`config.mk`:
```
export PLATFORM = sky130hd
export DESIGN_NAME = pair_pack_top
export DESIGN_NICKNAME = d
export VERILOG_FILES = /design/src/rtl/pp_pkg.sv /design/src/rtl/pp_phase.sv /design/src/rtl/pp_diag.sv /design/src/rtl/pp_pair.sv /design/src/rtl/pair_pack_top.sv
export SDC_FILE = /design/constraint.sdc
export NUM_CORES = 1
export LEC_CHECK = 0
export ABC_AREA = 1
export BUFFER_PORTS_ARGS = -buffer_cell sky130_fd_sc_hd__buf_2
export CAP_MARGIN = 20
export CORE_ASPECT_RATIO = 0.8
export CORE_MARGIN = 3
export CORE_UTILIZATION = 58
export CTS_CLUSTER_DIAMETER = 120
export DETAILED_ROUTE_END_ITERATION = 12
export PLACE_DENSITY = 0.8
export REMOVE_ABC_BUFFERS = 1
export SKIP_CTS_REPAIR_TIMING = 1
export SYNTH_ARGS = -nofsm -noshare
export SYNTH_HDL_FRONTEND = slang
export SYNTH_SLANG_ARGS = --single-unit
```
`constraint.sdc`:
```
create_clock -name clk -period 3.7 [get_ports clk]
set_clock_uncertainty 0.15 [all_clocks]
set_input_delay 1.11 -clock clk [delete_from_list [all_inputs] [get_ports clk]]
set_output_delay 1.11 -clock clk [all_outputs]
set_load 0.02 [all_outputs]
```
`src/rtl/pp_pkg.sv`:
```
package pp_pkg;
   typedef enum logic {PH_EVEN = 1'b0, PH_ODD = 1'b1} phase_e;

   function automatic phase_e next_phase(phase_e p);
      return (p == PH_EVEN) ? PH_ODD : PH_EVEN;
   endfunction
endpackage

```
`src/rtl/pp_phase.sv`:
```
module pp_phase
   import pp_pkg::*;
(
   input  logic clk,
   input  logic rst_n,
   input  logic phase_sel,
   output logic min_load,
   output logic max_load
);
   phase_e ph_q;

   always_ff @(posedge clk or negedge rst_n) begin
      if (!rst_n) ph_q <= PH_EVEN;
      else        ph_q <= next_phase(ph_q);
   end

   // phase_sel low: MIN on even phase; high: MIN on odd phase
   always_comb begin
      min_load = ((ph_q == PH_EVEN) != phase_sel);
      max_load = !min_load;
   end
endmodule

```
`src/rtl/pp_diag.sv`:
```
module pp_diag #(
   parameter int SAMPLE_W = 8,
   parameter int SEED     = 0
) (
   input  logic                clk,
   input  logic                rst_n,
   input  logic                advance,
   output logic [SAMPLE_W-1:0] lo_val,
   output logic [SAMPLE_W-1:0] hi_val
);
   localparam logic [SAMPLE_W-1:0] SEED_V = SAMPLE_W'(SEED);
   localparam logic [SAMPLE_W-1:0] STEP   = SAMPLE_W'(2);
   localparam logic [SAMPLE_W-1:0] ONE    = SAMPLE_W'(1);

   logic [SAMPLE_W-1:0] cnt_q;

   always_ff @(posedge clk or negedge rst_n) begin
      if (!rst_n)       cnt_q <= SEED_V;
      else if (advance) cnt_q <= cnt_q + STEP;
   end

   always_comb begin
      lo_val = cnt_q;
      hi_val = cnt_q + ONE;
   end
endmodule

```
`src/rtl/pp_pair.sv`:
```
module pp_pair #(
   parameter int SAMPLE_W    = 8,
   parameter bit MAX_IN_HIGH = 1'b1
) (
   input  logic                  clk,
   input  logic                  rst_n,
   input  logic                  min_load,
   input  logic                  max_load,
   input  logic [SAMPLE_W-1:0]   sample,
   input  logic                  acq_en,
   output logic                  pair_done,
   output logic [2*SAMPLE_W-1:0] word,
   output logic                  wr
);
   localparam int WORD_W = 2 * SAMPLE_W;

   logic [SAMPLE_W-1:0] min_q, max_q;
   logic                min_seen_q, rdy_q;
   logic [WORD_W-1:0]   packed_w, word_q;
   logic                wr_q;

   assign pair_done = max_load & min_seen_q;

   always_ff @(posedge clk or negedge rst_n) begin
      if (!rst_n) begin
         min_q      <= '0;
         max_q      <= '0;
         min_seen_q <= 1'b0;
         rdy_q      <= 1'b0;
      end else begin
         rdy_q <= pair_done;
         if (min_load) begin
            min_q      <= sample;
            min_seen_q <= 1'b1;
         end
         if (max_load) max_q <= sample;
      end
   end

   generate
      if (MAX_IN_HIGH) begin : g_max_high
         assign packed_w = {max_q, min_q};
      end else begin : g_min_high
         assign packed_w = {min_q, max_q};
      end
   endgenerate

   always_ff @(posedge clk or negedge rst_n) begin
      if (!rst_n) begin
         word_q <= '0;
         wr_q   <= 1'b0;
      end else begin
         wr_q <= rdy_q & acq_en;
         if (rdy_q) word_q <= packed_w;
      end
   end

   assign word = word_q;
   assign wr   = wr_q;
endmodule

```
`src/rtl/pair_pack_top.sv`:
```
module pair_pack_top #(
   parameter int SAMPLE_W    = 8,
   parameter int DIAG_SEED   = 0,
   parameter bit MAX_IN_HIGH = 1'b1
) (
   input  logic                  clk,
   input  logic                  rst_n,
   input  logic [SAMPLE_W-1:0]   adc_data,
   input  logic                  phase_sel,
   input  logic                  test_n,
   input  logic                  acq_en,
   output logic [2*SAMPLE_W-1:0] pack_word,
   output logic                  pack_wr
);
   generate
      if (SAMPLE_W < 2) begin : g_bad_width
         $error("pair_pack_top: SAMPLE_W must be at least 2");
      end
      if (DIAG_SEED < 0 || DIAG_SEED >= (1 << SAMPLE_W)) begin : g_bad_seed
         $error("pair_pack_top: DIAG_SEED out of range");
      end
   endgenerate

   logic                min_load, max_load, pair_done;
   logic [SAMPLE_W-1:0] diag_lo, diag_hi, diag_sel, sample;

   pp_phase u_phase (
      .clk      (clk),
      .rst_n    (rst_n),
      .phase_sel(phase_sel),
      .min_load (min_load),
      .max_load (max_load)
   );

   pp_diag #(.SAMPLE_W(SAMPLE_W), .SEED(DIAG_SEED)) u_diag (
      .clk    (clk),
      .rst_n  (rst_n),
      .advance(pair_done & ~test_n),
      .lo_val (diag_lo),
      .hi_val (diag_hi)
   );

   always_comb begin
      diag_sel = min_load ? diag_lo : diag_hi;
      sample   = test_n ? adc_data : diag_sel;
   end

   pp_pair #(.SAMPLE_W(SAMPLE_W), .MAX_IN_HIGH(MAX_IN_HIGH)) u_pair (
      .clk      (clk),
      .rst_n    (rst_n),
      .min_load (min_load),
      .max_load (max_load),
      .sample   (sample),
      .acq_en   (acq_en),
      .pair_done(pair_done),
      .word     (pack_word),
      .wr       (pack_wr)
   );
endmodule

```
==> run_results.csv, run 1 <==
group,metric,value,unit
cells_and_area,antennaDiodeCount,0,
timing,finalMaxSlewViolations,0,
synthesis,post-synth-top-area-cell,"dfrtp_1",
timing,timing.setup.tns,0,ps
synthesis,syn-instance-count,188,
pwr,power_density,551.3,mW/mm2
cts,clkLatencyLatePin,300,ps
global_route,grt_pass1_wl,5927,um
drt,dr.pass1.iters,4,
worst_setup_path,critical_path.max_stage_delay,320,ps
cts,clock-sinks,43,
cells_and_area,share_of_layout_cells_above_drive_strength_1,26.03,%
synthesis,synth_area_per_cell,9.697,um2
drt,drt-wirelength-per-cell,13.26,um
drt,wl,3408,um
pwr,power.leakage,1.089,nW
synthesis,synth_top_flop_cell,"dfrtp_1",
floorplan,core_region_area,0.002872,mm2
cts,cts.path.max_buffers,2,
synthesis,synth_top_area_share,59.03,%
global_route,grt_start_max_net_pins,44,
drt,dr_total_vias,1333,
synthesis,synth_edf_count,0,
floorplan,start_util,63.49,%
worst_setup_path,critical_path_launch_point_type,"primary input",
run_status,status,"completed",
floorplan,design.die.area,0.003856,mm2
timing,clock.fmax,0.4697,GHz
worst_setup_path,path_delay_family,"simple AND/OR/NAND/NOR gates",
cells_and_area,finalNetCount,232,
drt,ant_nets,0,
run,max_cap_violations,0,
timing,finalWorstPathRequiredPeriod,2129,ps
global_route,grt_overflow_total,0,
place,post-dp-hpwl,2497,um
synthesis,synth-seq-area-share,59.03,%
floorplan,floorplan_row_count,17,
floorplan,die_width,68.68,um
cts,cts.root.buffer_cell,"clkbuf_8",
global_route,grt_pass1_vias,1336,
cts,number_of_clock_buffers_inserted_by_tritoncts,5,
cts,cts_tree,"done",
synthesis,yosysWarningCount,0,
timing,report.final.hold_viol_count,0,
worst_setup_path,timing_worst_setup_path_type,"in -> reg",
drt,avgViaCountPerCell,5.187,
synthesis,mappedNetlistArea,0.001823,mm2
worst_setup_path,critical_path_required,3790,ps
synthesis,ys_top_cells_by_area,"dfrtp_1 59%, nand2_1 14%, mux2_2 8.0%",
drt,drt_first_iter_violations,58,
worst_setup_path,timing.critical_path.fanout_max,20,
synthesis,synth_async_sr_flop_share,100.0,%
place,globalplace.congestion,0.7481,
cells_and_area,area_delta_synth_final,13.93,%
timing,unrepaired_setup_endpoints_after_global_routing,"false",
cts,clk_transition_reported_paths,80,ps
worst_setup_path,critical_path_arrival,2220,ps
timing,worst_rel_slew_slack,39.40,%
global_route,gr-usage-all-layers,20.73,%
worst_setup_path,worstPathCellList,"buf_2, inv_1, nand2_1, nand2_2, nand3_2, inv_2, nand2_1, nand2_1",
synthesis,number_of_register_bits_inferred_by_synthesis,43,
global_route,antenna_found_initial,0,
timing,worstMarginPinSlew,909.0,ps
synthesis,synth.lib_cells_used.distinct,19,
floorplan,io_pins,30,
timing,share_of_the_clock_period_used_by_the_worst_path,57.54,%
worst_setup_path,worstSetupEndpointType,"flop",
pwr,vdd_ir_drop_max,0.3525,mV
place,io_buffer_count,29,
worst_setup_path,cp_slowest_cell,"nand2_2",
timing,worst_case_hold_slack,333.4,ps
synthesis,top_post_synthesis_cells_by_count,"68 x nand2_1, 43 x dfrtp_1, 14 x inv_1",
floorplan,die_height,56.15,um
hold_path,hold_class,"reg -> reg",
drt,drc,0,
synthesis,post-synth-top-count-cell,"nand2_1",
worst_setup_path,critPathMostFrequentCell,"nand2_1",
worst_setup_path,path_buf_inv,3,
cts,h-tree-depth,2,
timing,final_setup_vio_count,0,
-- final cells by class --
class	count	area (um2)
flip-flops and latches	43	1076
multi-input cells	123	644.4
inverters	16	60.06
clock inverters	1	7.507
repair buffers	29	145.1
clock buffers	7	96.34
fillers	225	794.5
well taps	38	47.55
-- placed cells by master, fill, tap and decap left out --
cell type    n
a21oi_1      3
xor2_1       1
a31oi_1      2
nand2_1     68
nand3_2      1
inv_2        2
mux2_2      13
xnor2_1      1
nand2_2      2
clkbuf_8     7
nor2_1      10
nand3_1      5
clkinvlp_4   1
inv_1       14
a31oi_2      2
o21ai_0     12
buf_2       29
o21bai_1     2
ha_1         1
dfrtp_1     43
-- worst paths after layout --
check	from	end	slack (ps)	cells past startpoint
max in group asynchronous	rst_n	u_diag.lo_val[5]	2040	1
worst min register to register	u_phase.ph_q	u_phase.ph_q	330	1
worst min-delay path	u_phase.ph_q	u_phase.ph_q	330	1
worst max register to register	u_phase.ph_q	u_diag.lo_val[5]	2080	7
worst max-delay path	phase_sel	u_diag.lo_val[5]	1570	8
min in group asynchronous	rst_n	u_pair.word[10]	790	1
-- cells by family after synthesis --
group / share of synthesized area [%]
adders and majority gates: 0.6862
muxes: 8.030
and+or+nand+nor: 18.67
xor gates and xnor gates: 0.9611
buffers and inverters: 5.628
AOI/OAI and AO/OA: 7.000
DFF: 59.03
-- power by group --
part | internal (mW) | total, mW | switching (mW)
logic | 0.0891 | 0.224 | 0.135
clock network | 0.169 | 0.322 | 0.153
registers | 0.544 | 0.599 | 0.0550
-- metal layers --
metal,track usage [%],share of wire [%],wire [um],vias up
met2,32.11,49,1672,31
met5,0,0,0,-
met3,5.051,5.0,171,8
li1,-,-,-,652
met4,8.499,2.0,68,0
met1,27.43,44,1495,642
-- state kept, by name (all words and copies together), names as in the netlist --
name               count
u_pair.word           16
u_pair.max_q           8
u_pair.min_q           8
u_diag.lo_val          7
u_pair.min_seen_q      1
u_pair.rdy_q           1
u_pair.wr              1
u_phase.ph_q           1
-- per-stage QoR --
stage                     utilization [%]  std cells  instance area, um2  power (mW)  setup WS, ps
after floorplan                         -        182                1780      0.7479          1631
after global placement              68.71        249                1973      0.8220          1372
after detailed placement            68.71        249                1973      0.8344          1258
after CTS                           72.33        257                2077       1.155          1567
after global routing                72.33        257                2077       1.214          1385
final                               72.33        257                2077       1.145          1571
No activity file was read; power rests on OpenSTA's default activity.
==> run 2, diff against run 1 <==
--- a/config.mk
+++ b/config.mk
@@ -10,10 +10,10 @@
 export CAP_MARGIN = 20
 export CORE_ASPECT_RATIO = 0.8
 export CORE_MARGIN = 3
-export CORE_UTILIZATION = 58
+export CORE_UTILIZATION = 55
 export CTS_CLUSTER_DIAMETER = 120
 export DETAILED_ROUTE_END_ITERATION = 12
-export PLACE_DENSITY = 0.8
+export PLACE_DENSITY = 0.76
 export REMOVE_ABC_BUFFERS = 1
 export SKIP_CTS_REPAIR_TIMING = 1
 export SYNTH_ARGS = -nofsm -noshare
==> constraint.sdc (replaced) <==
create_clock -name clk -period 2.1 [get_ports clk]
set_clock_uncertainty 0.15 [all_clocks]
set_input_delay 0.63 -clock clk [delete_from_list [all_inputs] [get_ports clk]]
set_output_delay 0.63 -clock clk [all_outputs]
set_load 0.02 [all_outputs]
==> run 2 against run 1 <==
Sequential share of layout area fell by 0.53 points. Wire length fell by 1.2%. Count of clock-buffer cells in the layout fell by 1. Die area rose by 4.9%. Via count rose by 0.83%. Non-clock buffer count rose by 3.
==> run_results.csv, run 2 (synthesis results as in run 1) <==
group,metric,value,unit
global_route,antenna_found_initial,0,
floorplan,floorplan_row_count,18,
cts,cts_tree,"done",
drt,dr.pass1.iters,4,
worst_setup_path,timing.critical_path.fanout_max,2,
cells_and_area,most-common-layout-cells,"68 x nand2_1, 43 x dfrtp_1, 29 x buf_2",
cells_and_area,antennaDiodeCount,0,
drt,avgViaCountPerCell,5.149,
global_route,gr-usage-all-layers,18.79,%
cts,cts.path.max_buffers,2,
cells_and_area,largest_register_ffs,16,
worst_setup_path,path_delay_family,"flip-flops",
global_route,grt_pass1_vias,1327,
worst_setup_path,path_buf_inv,1,
cells_and_area,finalNetCount,235,
cts,number_of_clock_buffers_inserted_by_tritoncts,5,
timing,finalMaxSlewViolations,0,
cells_and_area,area.sequential,0.001076,mm2
worst_setup_path,worstPathCellList,"buf_2",
timing,worstMarginPinSlew,663.7,ps
worst_setup_path,critical_path.max_stage_delay,390,ps
pwr,vdd_ir_drop_max,0.6728,mV
floorplan,core_region_area,0.003131,mm2
run_status,status,"completed",
global_route,grt_overflow_total,0,
timing,unrepaired_setup_endpoints_after_global_routing,"false",
global_route,grt_start_max_net_pins,26,
cts,clkLatencyLatePin,290,ps
drt,dr_total_vias,1344,
timing,clock.fmax,0.6167,GHz
floorplan,io_pins,30,
drt,drt-wirelength-per-cell,12.90,um
floorplan,start_util,58.23,%
timing,report.final.hold_viol_count,0,
run,max_cap_violations,0,
worst_setup_path,cp_slowest_cell,"dfrtp_1",
pwr,power_density,939.0,mW/mm2
floorplan,die_height,57.50,um
place,io_buffer_count,29,
cells_and_area,multiInputGateArea,644.4,um2
hold_path,hold_class,"in -> async",
drt,drt_first_iter_violations,70,
cts,h-tree-depth,2,
cells_and_area,layout_commonest_cell,"nand2_1",
pwr,power.leakage,1.104,nW
timing,timing.setup.tns,0,ps
cells_and_area,area_delta_synth_final,15.10,%
place,globalplace.congestion,0.8488,
floorplan,die_width,70.37,um
drt,drc,0,
worst_setup_path,critical_path_arrival,840,ps
worst_setup_path,timing_worst_setup_path_type,"reg -> out",
cts,cts.root.buffer_cell,"clkbuf_8",
place,post-dp-hpwl,2486,um
cells_and_area,design_area,0.002098,mm2
timing,finalWorstPathRequiredPeriod,1622,ps
drt,ant_nets,0,
cts,clock-sinks,43,
worst_setup_path,critical_path_launch_point_type,"flop",
global_route,grt_pass1_wl,5858,um
cells_and_area,share_of_layout_cells_above_drive_strength_1,26.70,%
worst_setup_path,worstSetupEndpointType,"output pin",
drt,wl,3367,um
timing,share_of_the_clock_period_used_by_the_worst_path,77.22,%
place,dpl_cell_area,0.002011,mm2
cts,clk_transition_reported_paths,70,ps
timing,worst_rel_slew_slack,55.75,%
floorplan,design.die.area,0.004046,mm2
timing,final_setup_vio_count,0,
worst_setup_path,critical_path_required,1320,ps
cells_and_area,final.fill_count,257,
==> run 2: cell count changes in the layout (fill, tap and decap cells not counted) <==
cell        previous run  this run
buf_12                 0         1
buf_4                  0         2
clkbuf_8               7         6
clkinv_2               0         1
clkinvlp_4             1         0
==> run 2: metal layers <==
| layer | track usage (%) | part of all wire [%] | routed length (um) | vias up |
|---|---|---|---|---|
| met2 | 28.53 | 45 | 1509 | 40 |
| li1 | - | - | - | 659 |
| met5 | 0 | 0 | 0 | - |
| met3 | 7.042 | 6.6 | 221 | 10 |
| met1 | 24.45 | 46 | 1557 | 635 |
| met4 | 7.923 | 2.3 | 79 | 0 |
==> run 2: stage by stage <==
step / instances / utilization, % / worst slack [ps] / total power, mW / hold slack [ps]
2_1_floorplan: 182 / - / 511.4 / 1.318 / 184.4
3_3_place_gp: 254 / 64.23 / 498.5 / 1.454 / 308.5
3_5_place_dp: 254 / 64.23 / 473.6 / 1.475 / 308.3
4_1_cts: 261 / 67.03 / 462.5 / 1.993 / 134.6
5_1_grt: 261 / 67.03 / 448.4 / 2.098 / 150.4
6_report: 261 / 67.03 / 478.4 / 1.970 / 128.0
==> run 2: area by class of cell <==
class	instances	area share, %
flip-flops and latches	43	51.28
multi-input cells	123	30.71
repair buffers	32	8.587
clock buffers	6	3.936
inverters	16	2.862
well taps	40	2.385
clock inverters	1	0.2385
==> run 2: final timing paths <==
check | endpoint | slack [ps] | startpoint | cells after the start
hold / removal | u_diag.lo_val[3] | 130 | rst_n | 1
hold reg to reg | u_phase.ph_q | 320 | u_phase.ph_q | 1
setup reg to reg | u_pair.word[3] | 650 | u_pair.rdy_q | 1
setup / recovery | pack_word[3] | 480 | u_pair.word[3] | 1
max in group asynchronous | u_pair.word[1] | 1190 | rst_n | 2
min in group clk | u_phase.ph_q | 320 | u_phase.ph_q | 1
==> run 2: where the power goes <==
group	switching (mW)	internal [mW]	leakage, nW
combinational	0.236	0.162	0.527
clock	0.258	0.258	0.0470
sequential	0.0984	0.958	0.530
